### config.mk
export PLATFORM = sky130hd
export DESIGN_NAME = dac_sweep_seq
export DESIGN_NICKNAME = d
export VERILOG_FILES = /design/src/rtl/dac_sweep_pkg.sv /design/src/rtl/sweep_counter.sv /design/src/rtl/code_shaper.sv /design/src/rtl/settle_timer.sv /design/src/rtl/window_judge.sv /design/src/rtl/dac_sweep_seq.sv
export SDC_FILE = /design/constraint.sdc
export NUM_CORES = 1
export LEC_CHECK = 0
export BUFFER_PORTS_ARGS = -buffer_cell sky130_fd_sc_hd__buf_2
export CORE_UTILIZATION = 51
export DETAILED_ROUTE_END_ITERATION = 10
export PLACE_DENSITY_LB_ADDON = 0.25
export REMOVE_ABC_BUFFERS = 1
export SKIP_LAST_GASP = 1
export SLEW_MARGIN = 20
export SYNTH_ARGS = -nofsm -noshare
export SYNTH_HDL_FRONTEND = slang
export SYNTH_HIERARCHICAL = 1
export SYNTH_SLANG_ARGS = --single-unit
### constraint.sdc
create_clock -name clk -period 2.98 [get_ports clk]
set_input_delay 0.447 -clock clk [delete_from_list [all_inputs] [get_ports clk]]
set_output_delay 0.447 -clock clk [all_outputs]
set_load 0.01 [all_outputs]
### src/rtl/dac_sweep_pkg.sv
package dac_sweep_pkg;

    localparam int COARSE_BITS = 4;
    localparam int JUDGE_W     = 32;

    typedef enum logic [1:0] {
        VERDICT_PASS = 2'd0,
        VERDICT_HIGH = 2'd1,
        VERDICT_LOW  = 2'd2
    } verdict_e;

    typedef struct packed {
        logic     fired;
        verdict_e verdict;
    } judge_result_t;

    function automatic verdict_e classify_window(
        input logic signed [JUDGE_W-1:0] sample,
        input logic signed [JUDGE_W-1:0] upper,
        input logic signed [JUDGE_W-1:0] lower
    );
        if (sample > upper)      return VERDICT_HIGH;
        else if (sample < lower) return VERDICT_LOW;
        else                     return VERDICT_PASS;
    endfunction

endpackage

### src/rtl/sweep_counter.sv
module sweep_counter #(
    parameter int CODE_W = 12
) (
    input  logic              clk,
    input  logic              rst,
    input  logic              start,
    input  logic              tick,
    output logic [CODE_W-1:0] count,
    output logic              wrap_pulse
);
    logic [CODE_W-1:0] cnt_q;
    logic [CODE_W:0]   nxt;

    // The top bit of nxt acts as the terminal stage: it goes high only when
    // the low stages roll over.
    assign nxt = {1'b0, cnt_q} + {{CODE_W{1'b0}}, 1'b1};

    always_ff @(posedge clk) begin
        if (rst || start) begin
            cnt_q      <= '0;
            wrap_pulse <= 1'b0;
        end else begin
            wrap_pulse <= 1'b0;
            if (tick) begin
                if (nxt[CODE_W]) begin
                    cnt_q      <= '0;
                    wrap_pulse <= 1'b1;
                end else begin
                    cnt_q <= nxt[CODE_W-1:0];
                end
            end
        end
    end

    assign count = cnt_q;

    a_r2_step: assert property (@(posedge clk) disable iff (rst)
        (tick && !start && (cnt_q != {CODE_W{1'b1}})) |=> (cnt_q == $past(cnt_q) + 1'b1));

    a_r2_hold: assert property (@(posedge clk) disable iff (rst)
        (!tick && !start) |=> $stable(cnt_q));

endmodule

### src/rtl/code_shaper.sv
module code_shaper #(
    parameter int CODE_W    = 12,
    parameter int MASK_BITS = 4
) (
    input  logic [CODE_W-1:0] count,
    input  logic              coarse,
    output logic [CODE_W-1:0] code,
    output logic              msb_mark
);
    genvar b;
    generate
        for (b = 0; b < CODE_W; b++) begin : g_bit
            if (b < MASK_BITS) begin : g_gated
                assign code[b] = count[b] & ~coarse;
            end else begin : g_pass
                assign code[b] = count[b];
            end
        end
    endgenerate

    assign msb_mark = code[CODE_W-1];

endmodule

### src/rtl/settle_timer.sv
module settle_timer #(
    parameter int SETTLE_W = 8
) (
    input  logic                clk,
    input  logic                rst,
    input  logic                restart,
    input  logic [SETTLE_W-1:0] settle_cycles,
    output logic                judge
);
    logic [SETTLE_W-1:0] wait_q;
    logic                armed_q;

    always_ff @(posedge clk) begin
        if (rst || restart) begin
            wait_q  <= '0;
            armed_q <= 1'b1;
        end else if (armed_q) begin
            if (wait_q == settle_cycles) armed_q <= 1'b0;
            else                         wait_q  <= wait_q + 1'b1;
        end
    end

    assign judge = armed_q && (wait_q == settle_cycles) && !restart;

    a_r6_single_judge: assert property (@(posedge clk) disable iff (rst)
        (judge && !restart) |=> !judge);

endmodule

### src/rtl/window_judge.sv
module window_judge
    import dac_sweep_pkg::*;
#(
    parameter int CODE_W = 12,
    parameter int ERR_W  = 16
) (
    input  logic                    clk,
    input  logic                    rst,
    input  logic                    clear,
    input  logic                    judge,
    input  logic signed [ERR_W-1:0] err_sample,
    input  logic signed [ERR_W-1:0] lim_hi,
    input  logic signed [ERR_W-1:0] lim_lo,
    input  logic [CODE_W-1:0]       code,
    output logic                    fail_flag,
    output logic [CODE_W-1:0]       fail_code
);
    localparam int EXT = JUDGE_W - ERR_W;

    logic signed [JUDGE_W-1:0] s_ext, h_ext, l_ext;
    judge_result_t             res;

    assign s_ext = {{EXT{err_sample[ERR_W-1]}}, err_sample};
    assign h_ext = {{EXT{lim_hi[ERR_W-1]}}, lim_hi};
    assign l_ext = {{EXT{lim_lo[ERR_W-1]}}, lim_lo};

    always_comb begin
        res.fired   = judge;
        res.verdict = classify_window(s_ext, h_ext, l_ext);
    end

    always_ff @(posedge clk) begin
        if (rst || clear) begin
            fail_flag <= 1'b0;
            fail_code <= '0;
        end else if (res.fired && (res.verdict != VERDICT_PASS) && !fail_flag) begin
            fail_flag <= 1'b1;
            fail_code <= code;
        end
    end

    a_r6_fail_on_judge: assert property (@(posedge clk) disable iff (rst)
        $rose(fail_flag) |-> $past(judge));

    a_r8_sticky: assert property (@(posedge clk) disable iff (rst)
        (fail_flag && !clear) |=> (fail_flag && $stable(fail_code)));

endmodule

### src/rtl/dac_sweep_seq.sv
module dac_sweep_seq
    import dac_sweep_pkg::*;
#(
    parameter int CODE_W   = 12,
    parameter int ERR_W    = 16,
    parameter int SETTLE_W = 8
) (
    input  logic                    clk,
    input  logic                    rst,
    input  logic                    start,
    input  logic                    tick,
    input  logic                    coarse,
    input  logic [SETTLE_W-1:0]     settle_cycles,
    input  logic signed [ERR_W-1:0] err_sample,
    input  logic signed [ERR_W-1:0] lim_hi,
    input  logic signed [ERR_W-1:0] lim_lo,
    output logic [CODE_W-1:0]       dac_code,
    output logic                    mid_mark,
    output logic                    sweep_done,
    output logic                    fail_flag,
    output logic [CODE_W-1:0]       fail_code
);
    logic [CODE_W-1:0] count;
    logic              judge;
    logic              restart;

    assign restart = start | tick;

    sweep_counter #(.CODE_W(CODE_W)) u_cnt (
        .clk(clk), .rst(rst), .start(start), .tick(tick),
        .count(count), .wrap_pulse(sweep_done)
    );

    code_shaper #(.CODE_W(CODE_W), .MASK_BITS(COARSE_BITS)) u_shape (
        .count(count), .coarse(coarse), .code(dac_code), .msb_mark(mid_mark)
    );

    settle_timer #(.SETTLE_W(SETTLE_W)) u_settle (
        .clk(clk), .rst(rst), .restart(restart),
        .settle_cycles(settle_cycles), .judge(judge)
    );

    window_judge #(.CODE_W(CODE_W), .ERR_W(ERR_W)) u_win (
        .clk(clk), .rst(rst), .clear(start), .judge(judge),
        .err_sample(err_sample), .lim_hi(lim_hi), .lim_lo(lim_lo),
        .code(dac_code), .fail_flag(fail_flag), .fail_code(fail_code)
    );

    a_r3_done_at_zero: assert property (@(posedge clk) disable iff (rst)
        sweep_done |-> (count == '0));

    a_r3_done_single: assert property (@(posedge clk) disable iff (rst)
        sweep_done |=> !sweep_done);

    a_r9_start_clears: assert property (@(posedge clk) disable iff (rst)
        start |=> ((count == '0) && !fail_flag && !sweep_done));

endmodule

-- After elaboration in Yosys (flattened, before gate mapping)
Cells that the tools add are included.
- register bits after elaboration: 35
- input port bits: 61
- word-level logic and storage cells: 36
- add/subtract/negate cells: 2
- magnitude comparators: 2
- equality and inequality tests: 1
- mux-type cells: 6
- bitwise gates (word level): 8
- reductions and logical operators: 11
- operators with widths (operator ; number):
    16-bit greater-than comparator ; 1
    16-bit less-than comparator ; 1
    12-bit by 1-bit adder with 13-bit output, second input constant ; 1
    12-bit 2-to-1 mux ; 1
    8-bit by 1-bit adder with 8-bit output, second input constant ; 1
    8-bit == test ; 1
    1-bit bitwise AND ; 4
    1-bit logical AND ; 4
    2-bit 2-to-1 mux ; 2
    1-bit 2-to-1 mux ; 3
    1-bit NOT ; 3
    1-bit logical NOT ; 2
    1-bit logical OR ; 2
    2-bit AND reduction ; 1
    2-bit nonzero test ; 1
    2-bit OR reduction ; 1
    1-bit bitwise OR ; 1

-- Logic depth before layout (Yosys ltp)
Gate-level depths: netlist of run 1.
- word-level depth: 6
- depth in mapped cells: 10
- gate-level depth less buffers: 9

-- Cells and area by module
The synthesis of run 1 kept the hierarchy.
- modules (own cells, without submodules) (module ; times used ; cells an instance ; area an instance (µm²)):
    window_judge ; 1 ; 166 ; 1353.8
    sweep_counter ; 1 ; 69 ; 636.9
    settle_timer ; 1 ; 58 ; 501.7
    code_shaper ; 1 ; 13 ; 92.6
    dac_sweep_seq ; 1 ; 1 ; 6.3

-- Worst setup path before layout of run 1
OpenSTA, ideal clock, no wires.
- path kind: input to register
- from: in lim_hi[15]
- to: reg u_win.fail_code[0]
- library setup time: 72 ps
- arrival time: 2216 ps
- data required time: 2908 ps
- path slack: 692 ps
- stages: 9
- buffers on the path: 1
- cell sequence: inv_1 ha_1 nand4_2 a2111o_1 o211ai_2 xor2_1 a2bb2oi_2 buf_6 mux2i_1
- word-level cells in the longest chain between the ends: 5
- RTL lines (element ; line ; RTL):
    start, declared ; dac_sweep_seq.sv:15 ; input logic signed [ERR_W-1:0] lim_hi,
    16-bit greater-than comparator ; dac_sweep_pkg.sv:22 ; if (sample > upper) return VERDICT_HIGH;
    2-bit 2-to-1 mux ; dac_sweep_pkg.sv:22 ;
    2-bit nonzero test ; window_judge.sv:36 ; end else if (res.fired && (res.verdict != VERDICT_PASS) && !fail_flag) begin
    1-bit logical AND (2 in a row) ; window_judge.sv:36 ;
    end signal, assigned ; window_judge.sv:38 ; fail_code <= code;
    end, declared ; window_judge.sv:16 ; output logic [CODE_W-1:0] fail_code
No other way between the ends.
A chain may end at the register's enable or synchronous reset.

-- Final worst setup path of run 1
- from: in err_sample[7]
- to: reg u_win.fail_code[1]
- word-level cells in the longest chain between the ends: 6
- elaborated cells on any way between the ends: 7
- those cells by class: order compare: 2; mux: 2; reduce/logical: 3
- RTL lines (element ; line ; RTL):
    start, declared ; dac_sweep_seq.sv:14 ; input logic signed [ERR_W-1:0] err_sample,
    16-bit less-than comparator ; dac_sweep_pkg.sv:23 ; else if (sample < lower) return VERDICT_LOW;
    2-bit 2-to-1 mux ; dac_sweep_pkg.sv:23 ;
    2-bit 2-to-1 mux * ; dac_sweep_pkg.sv:22 ;
    2-bit nonzero test * ; window_judge.sv:36 ;
    1-bit logical AND * (2 in a row) ; window_judge.sv:36 ;
Every way passes the cells marked *; elsewhere a longest branch is shown, timed or not.

==> reports/results.ini, run 1 <==
[detailed_routing]
firstDrtPassIters=4
wl_per_cell_microns=11.98
viasPerCell=5.134
drt_wl_total_microns=5461
vias=2341
drc=0
ant_nets=0
drt_iter0_drc=84

[finish]
antenna_cells=0
final.fill_count=441
fin_cells=456
multi_input_area_sq_um=1653
syn2layout_area_growth_pct=21.20
drive_gt1_frac=0.2956
seqCellArea_sq_um=700.7
fin_nets=482
postLayoutCellArea_sq_um=3141

[floorplan]
fp.coreArea_sq_um=4817
die_area_sq_um=5370
rows=25
fp.dieW_microns=73.28
start_util=0.5379
ios=88
die_height_microns=73.28

[clocking]
cts_buffers=5
post_cts.repair.setup_buffers=0
htreeDepth=2
clk_pin_slew_ns=0.07
cts_hold_buf=0
cts_root_buf=clkbuf_8
postCtsResizedCells=0
tritoncts=built
clock_latency_ns=0.28
cts_buffer_depth=2
cts_sinks=35

[sta]
relSlewSlack=0.4444
setup_violations=0
setup_tns_ns=0
timing.final.crit_period_ns=2.591
period_share=0.8695
fmax_mhz=385.9
skew_ns=0.006042
rsz0062_at_grt=no
slew_violations=0
setup_slack_ns=0.3888
finalHoldViolCount=0
tightest_slew_ns=0.8327

[setup_path]
start_kind=input pin
required_ns=3.19
crit_fanout=12
r2r_setup_slack_ns=0.70
crit_path_end_kind=flop
arrival_ns=2.80
critical_path_class=in -> reg

[logic_synthesis]
ys_ff_latch=35
synth-edff-count=0
synth.top_cells.by_area=dfxtp_1, ha_1, nand2_1
synth_area_sq_um=2591
synth-seq-area-share=0.2704
yosys.area.top_type=dfxtp_1
yosysTopAreaCellShare=0.2704
synthArstFlopShare=0
ys.flop_type=dfxtp_1
synthesis.instances=307
avgSynthCellArea_sq_um=8.441
synth_cell_types=52
yosysWarnings=6

[placement]
gp_congestion=0.7806
dp_hpwl_microns=4420
pre_cts_ws_ns=0.09224
dp_cells=448
port_buffers=87
place_area_sq_um=3023

[status]
outcome=complete, no violations

[global_route]
grt_use_total=0.2110
grt_pass1_wl_microns=8783
grt_pass1_vias=2171
gr-total-overflow=0
grt_max_degree=26
antenna_found_initial=0

[power]
irDropWorstVdd_v=0.0003214
power_w=0.001089
power.density_nw_per_um2=346.8
p_leak_nw=1.666

[flow_run]
drv_cap=0

[min_path]
hold_path_class=reg -> reg

-- cell type report --
class,count,share of cell area
timing repair buffer,90,0.1458
clock buffer,6,0.02629
inverter,34,0.04064
sequential,35,0.2231
clock inverter,2,0.01116
multi-input combinational,222,0.5263
tap,67,0.02669
-- synth_stat cells (2+ instances only) --
library cell and number:
a21o_1 2, xor2_1 14, nor2_1 27, mux2i_1 13, nand3_1 6, nor2b_1 6, o21ai_0 4, clkbuf_1 4
a21oi_1 10, a221o_1 2, nand4_1 9, nand2_1 39, o21a_1 2, nand2b_1 3, nand3b_1 3, xnor2_1 7
dfxtp_1 35, buf_4 9, a211oi_1 2, a31oi_1 2, nor3_2 3, inv_1 34, buf_6 2, a41o_1 2
nand4_2 2, or2_2 2, ha_1 33, nor4_1 6
-- stage by stage --
| stage | hold slack [ns] | utilization |
|---|---|---|
| floorplan | 0.4823 | - |
| global placement | 0.4430 | 0.6275 |
| detailed placement | 0.4569 | 0.6275 |
| CTS | 0.4669 | 0.6519 |
| global route | 0.4911 | 0.6519 |
| finish | 0.4631 | 0.6519 |
-- routing by layer --
metal	global-route usage	routed length [microns]
met1	0.2404	2439
met2	0.3868	2707
met3	0.04115	278
met4	0.07843	36
met5	0	0
-- cells by family after synthesis --
group | synth area share
AO/OA/AOI/OAI | 0.1251
XOR/XNOR | 0.07098
adder cells (fa/ha/maj) | 0.1593
buffers and inverters | 0.09174
flip-flops | 0.2704
multiplexers | 0.05022
AND/OR/NAND/NOR | 0.2323
-- layout by cell type, fill, tap and decap left out, drive strengths merged, types with 2 or more instances in the layout --
master and n:
a211oi 2, a21o 2, a21oi 10, a221o 2, a31oi 2, a41o 3
and3 2, buf 90, clkbuf 6, dfxtp 35, ha 33, inv 34
mux2i 13, nand2 39, nand2b 3, nand3 7, nand3b 3, nand4 12
nor2 27, nor2b 6, nor3 3, nor4 6, o211ai 2, o21a 2
o21ai 4, o31ai 2, or2 3, xnor2 7, xor2 14
-- where the power goes --
part,internal (W),switching (W),leakage (nW)
registers,0.000469,0.00000222,0.282
clock network,0.000270,0.000166,0.0612
logic,0.0000905,0.0000914,1.32
total,0.000830,0.000259,1.67
-- worst paths after layout --
| check | from | end | cells after the start |
|---|---|---|---|
| hold reg to reg | u_win/fail_code[0]$_SDFFE_PP0P_ | u_win/fail_code[0]$_SDFFE_PP0P_ | 2 |
| hold / removal | u_win/fail_code[0]$_SDFFE_PP0P_ | u_win/fail_code[0]$_SDFFE_PP0P_ | 2 |
| setup reg to reg | u_settle/wait_q[3]$_SDFFE_PP0P_ | u_win/fail_code[1]$_SDFFE_PP0P_ | 8 |
| setup / recovery | err_sample[7] | u_win/fail_code[1]$_SDFFE_PP0P_ | 9 |
-- sequential cells by signal, indices dropped and copies added, names as in the netlist --
signal,flops
u_cnt/wrap_pulse,1
u_win/fail_code,12
u_cnt/count,12
u_settle/wait_q,8
u_settle/armed_q,1
u_win/fail_flag,1
-- worst max-delay path: stages --
cell       delay (ns)
buf_2            0.11
ha_1             0.33
a21oi_1          0.16
o21ai_0          0.11
a221oi_1         0.33
o211ai_2         0.14
xor2_1           0.23
a2bb2oi_2        0.67
mux2i_1          0.27
Power figures use the tool's default switching activity.
==> run 2, diff against run 1 <==
- CORE_UTILIZATION: 51 -> 35
==> run 2 against run 1 <==
- the run now ends with design-rule violations left
- largest cell class unchanged
- clock power down 2%
- worst hold slack about the same
- non-clock buffer count unchanged
- fmax up 11%
- utilization down 21 points
- clock skew down 0.00050 ns
- critical path type is now reg -> reg
==> reports/results.ini, run 2 (same netlist as run 1, synthesis figures left out) <==
[setup_path]
r2r_start=u_settle/wait_q[4]$_SDFFE_PP0P_
crit_fanout=12  ; unchanged
start_kind=flop
crit_path_end_kind=flop
required_ns=3.16  ; -0.03 ns
r2r_setup_slack_ns=0.65  ; -0.05 ns
arrival_ns=2.50  ; -0.30 ns
critPathLaunch=u_settle/wait_q[4]$_SDFFE_PP0P_
critical_path_class=reg -> reg

[power]
p_leak_nw=1.662  ; -0.26%
irDropWorstVdd_v=0.0001894  ; -41%
p_int_w=0.0008076  ; -2.7%
p_clk_frac=0.395  ; -0.005
switching_power_w=0.0002720  ; +5.0%
seqPwrFrac=0.437  ; +0.004
switching_share=0.2520  ; +0.01406
power.share.combinational=0.169  ; +0.002
power.density_nw_per_um2=340.0  ; -2.0%

[placement]
port_buffers=87  ; unchanged
gp_congestion=0.7712  ; -1.2%
pre_cts_ws_ns=0.4421  ; +0.3499 ns
dp_hpwl_microns=4601  ; +4.1%

[sta]
finalHoldViolCount=0  ; unchanged
hold_ws_ns=0.4630  ; -0.0001240 ns
slew_violations=0  ; unchanged
setup_violations=0  ; unchanged
period_share=0.7811  ; -0.08844
timing.final.crit_period_ns=2.328  ; -0.2635 ns
rsz0062_at_grt=no
setup_slack_ns=0.6524  ; +0.2636 ns
relSlewSlack=0.5734  ; +0.1290
setup_tns_ns=0  ; unchanged
fmax_mhz=429.6  ; +11%
tightest_slew_ns=0.6340  ; -0.1987 ns
skew_ns=0.005537  ; -0.0005049 ns

[detailed_routing]
drt_wl_total_microns=5700  ; +4.4%
wl_per_cell_microns=11.68  ; -2.5%
firstDrtPassIters=7  ; +3
drc=2  ; +2
drt_iter0_drc=41  ; -51%
viasPerCell=4.713  ; -8.2%
ant_nets=0  ; unchanged
vias=2300  ; -1.8%

[floorplan]
start_util=0.3592  ; -0.1787
die_area_sq_um=7752  ; +44%
die_height_microns=88.05  ; +20%
ios=88  ; unchanged
fp.dieW_microns=88.05  ; +20%
rows=31  ; +24%
fp.coreArea_sq_um=7214  ; +50%

[global_route]
gr-total-overflow=0  ; unchanged
grt_pass1_vias=2059  ; -5.2%
grt_pass1_wl_microns=8990  ; +2.4%
grt_max_degree=26  ; unchanged
antenna_found_initial=0  ; unchanged
grt_use_total=0.1472  ; -0.06371

[finish]
mostFrequentLayoutCells=buf_2, nand2_1, dfxtp_1
antenna_cells=0  ; unchanged
fin_nets=482  ; unchanged
layout_commonest_cell=buf_2
drive_gt1_frac=0.2956  ; unchanged
syn2layout_area_growth_pct=22.55

[clocking]
clk_pin_slew_ns=0.07  ; about the same
htreeDepth=2  ; unchanged
clock_latency_ns=0.29  ; about the same
post_cts.repair.setup_buffers=0  ; unchanged
cts_hold_buf=0  ; unchanged
cts_root_buf=clkbuf_8
cts_sinks=35  ; unchanged
tritoncts=built
cts_buffer_depth=2  ; unchanged
postCtsResizedCells=0  ; unchanged
cts_buffers=5  ; unchanged

[status]
violations=design-rule violations
outcome=finished with violations

[min_path]
hp-start=u_win/fail_code[10]$_SDFFE_PP0P_
hold_path_class=reg -> reg

[flow_run]
drv_cap=0  ; unchanged

-- run 2: per-stage QoR --
step,util,total power (W),cells,instance area (sq um)
floorplan,-,0.0005905,291,2481
global placement,0.4246,0.0006629,480,3063
detailed placement,0.4246,0.0006658,480,3063
CTS,0.4402,0.001095,488,3176
global route,0.4402,0.001141,488,3176
finish,0.4402,0.001080,488,3176
-- run 2: final timing paths --
| check | endpoint | cells after the start |
|---|---|---|
| worst min-delay path | u_win/fail_code[10]$_SDFFE_PP0P_ | 2 |
| worst max register to register | u_win/fail_code[1]$_SDFFE_PP0P_ | 8 |
| worst max-delay path | u_win/fail_code[1]$_SDFFE_PP0P_ | 8 |
| worst min register to register | u_win/fail_code[10]$_SDFFE_PP0P_ | 2 |
-- run 2: area by class of cell --
class                   count  area [sq um]
clock buffers               5         68.82
clock inverters             3         43.79
fillers                   751          4039
inverters                  34         127.6
multi-input cells         222          1653
flip-flops and latches     35         700.7
well taps                  99         123.9
repair buffers             90         457.9
-- run 2: per-layer routing --
layer,part of all wire,global-route usage,wire (microns)
met1,0.47,0.1797,2660
met2,0.46,0.2579,2643
met3,0.058,0.03299,331
met4,0.011,0.04399,64
met5,0,0,0
-- run 2: power groups by stage --
stage / clock network [W] / logic (W) / registers, W
floorplan: 0 / 0.000109 / 0.000481
finish: 0.000426 / 0.000182 / 0.000471
detailed placement: 0 / 0.000184 / 0.000482
global placement: 0 / 0.000181 / 0.000482
global route: 0.000461 / 0.000209 / 0.000471
CTS: 0.000439 / 0.000185 / 0.000471
-- run 2: worst max-delay path, stage by stage, from the launching register on --
cell and delay [ns]:
dfxtp_1 0.37, xor2_1 0.18, nor4_1 0.58, and4b_2 0.34, nor2b_1 0.19, nand2b_1 0.09, a2bb2oi_2 0.13, buf_4 0.20
mux2i_1 0.13
==> run 3, diff against run 2 <==
- clock period: 2.98 -> 2.3 ns (I/O delays scaled with it)
==> run 3 against run 2 <==
- the run now ends clean
- critical endpoint is now u_win/fail_code[3]$_SDFFE_PP0P_
- worst hold slack worse by 0.056 ns
- critical path depth up 2
- global-route usage up 0.30 points
- setup slack worse by 0.46 ns
- largest power group is now clock
- first-iteration DRC count up 24%
==> reports/results.ini, run 3 (same netlist as run 1, synthesis figures left out) <==
[sta]
relSlewSlack=0.7162  ; +0.1428
hold_ws_ns=0.4069  ; -0.05611 ns
rsz0062_at_grt=no
slew_violations=0  ; unchanged
period_share=0.9159
tightest_slew_ns=0.4256  ; -0.2084 ns
setup_violations=0  ; unchanged
skew_ns=0.008247  ; +0.002710 ns
setup_tns_ns=0  ; unchanged
fmax_mhz=474.7
finalHoldViolCount=0  ; unchanged
timing.final.crit_period_ns=2.107

[clocking]
tritoncts=built
postCtsResizedCells=0  ; unchanged
post_cts.repair.setup_buffers=0  ; unchanged
cts_hold_buf=0  ; unchanged
clk_pin_slew_ns=0.07  ; about the same
clock_latency_ns=0.28  ; about the same
cts_root_buf=clkbuf_8
cts_sinks=35  ; unchanged
htreeDepth=2  ; unchanged
cts_buffer_depth=2  ; unchanged
cts_buffers=5  ; unchanged

[floorplan]
fp.coreArea_sq_um=7214  ; unchanged
fp.dieW_microns=88.05  ; unchanged
start_util=0.3592  ; unchanged
rows=31  ; unchanged
die_height_microns=88.05  ; unchanged
ios=88  ; unchanged
die_area_sq_um=7752  ; unchanged

[setup_path]
worst-path-buf-inv=2  ; +1
critical_path_class=in -> reg
crit_family=compound AO/OA/AOI/OAI gates
arrival_ns=2.32  ; -0.18 ns
crit_path_end_kind=flop
start_kind=input pin
crit_path_cell_trace=buf_2 -> ha_1 -> a21oi_1 -> o21ai_0 -> a221oi_1 -> o211ai_2 -> xor2_1 -> a2bb2oi_2 -> buf_12 -> mux2i_1
critPathSlowestCell=a221oi_1
crit_fanout=12  ; unchanged
required_ns=2.51  ; -0.65 ns
cp_slowest_stage_delay_ns=0.34  ; -0.24 ns

[detailed_routing]
ant_nets=0  ; unchanged
drt_wl_total_microns=5771  ; +1.2%
vias=2295  ; -0.22%
drt_iter0_drc=51  ; +24%
drc=0  ; -2
wl_per_cell_microns=11.73  ; +0.42%
firstDrtPassIters=4  ; -3
viasPerCell=4.665  ; -1.0%

[flow_run]
drv_cap=0  ; unchanged

[placement]
dp_hpwl_microns=4665  ; +1.4%
port_buffers=87  ; unchanged
gp_congestion=0.7873  ; +2.1%

[global_route]
grt_use_total=0.1502  ; +0.002992
gr-total-overflow=0  ; unchanged
grt_pass1_vias=2192  ; +6.5%
grt_pass1_wl_microns=9308  ; +3.5%
grt_max_degree=26  ; unchanged
antenna_found_initial=0  ; unchanged

[power]
p_leak_nw=1.696  ; +2.0%
power.density_nw_per_um2=464.9  ; +37%
irDropWorstVdd_v=0.0002320  ; +22%

[finish]
drive_gt1_frac=0.3028  ; +0.007169
fin_nets=486  ; +0.83%
syn2layout_area_growth_pct=25.21
mostFrequentLayoutCells=buf_2, nand2_1, dfxtp_1
layout_commonest_cell=buf_2
antenna_cells=0  ; unchanged

[status]
outcome=complete, no violations

[min_path]
hold_path_class=in -> reg

==> run 3: cell count changes in the layout (fill, tap and decap cells not counted) <==
cell	previous run	this run
nor4_2	0	1
clkbuf_1	0	1
clkinv_2	1	0
bufinv_16	1	2
clkinv_4	1	0
buf_12	0	1
buf_4	3	6
nor4_1	6	5
==> run 3: worst reg2reg max path, cell delays in order, from the launching register on <==
cell	delay (ns)
dfxtp_1	0.37
xor2_1	0.19
nor4_2	0.36
and4b_2	0.31
nor2b_1	0.21
nand2b_1	0.09
a2bb2oi_2	0.15
buf_12	0.16
mux2i_1	0.12
==> run 3: power by group <==
group | internal [W] | switching, W
Sequential | 0.000608 | 0.00000289
Combinational | 0.000123 | 0.000122
Clock | 0.000433 | 0.000220
Total | 0.00116 | 0.000345
==> run 3: path summary, 6_finish.rpt <==
kind / from / end / slack [ns] / depth (start not counted)
max: err_sample[7] / u_win/fail_code[3]$_SDFFE_PP0P_ / 0.19 / 10
min: coarse / u_win/fail_code[0]$_SDFFE_PP0P_ / 0.41 / 4
max reg2reg: u_settle/wait_q[4]$_SDFFE_PP0P_ / u_win/fail_code[3]$_SDFFE_PP0P_ / 0.24 / 8
min reg2reg: u_win/fail_code[9]$_SDFFE_PP0P_ / u_win/fail_code[9]$_SDFFE_PP0P_ / 0.47 / 2
==> run 3: cell type report <==
cell class / instances / area, sq um
Clock buffer: 6 / 72.57
Clock inverter: 2 / 60.06
Fill cell: 752 / 3970
Inverter: 34 / 127.6
Multi-Input combinational cell: 222 / 1659
Sequential cell: 35 / 700.7
Tap cell: 99 / 123.9
Timing Repair Buffer: 94 / 500.5
==> run 3: layer usage <==
layer | GRT usage | up-vias | share of wire
li1 | - | 1224 | -
met1 | 0.1760 | 1017 | 0.47
met2 | 0.2819 | 52 | 0.48
met3 | 0.03016 | 2 | 0.043
met4 | 0.03079 | 0 | 0.0042
met5 | 0 | - | 0
==> run 3: through the flow <==
step           instances  area [sq um]  utilization  setup WS [ns]  total power (W)
4_1_cts              492          3238       0.4488        0.08792         0.001526
2_1_floorplan        291          2481            -       -0.09286        0.0007651
3_3_place_gp         484          3105       0.4305       -0.02859        0.0008651
5_1_grt              492          3244       0.4497        0.02639         0.001580
3_5_place_dp         484          3105       0.4305        -0.1206        0.0008700
6_report             492          3244       0.4497         0.1934         0.001508
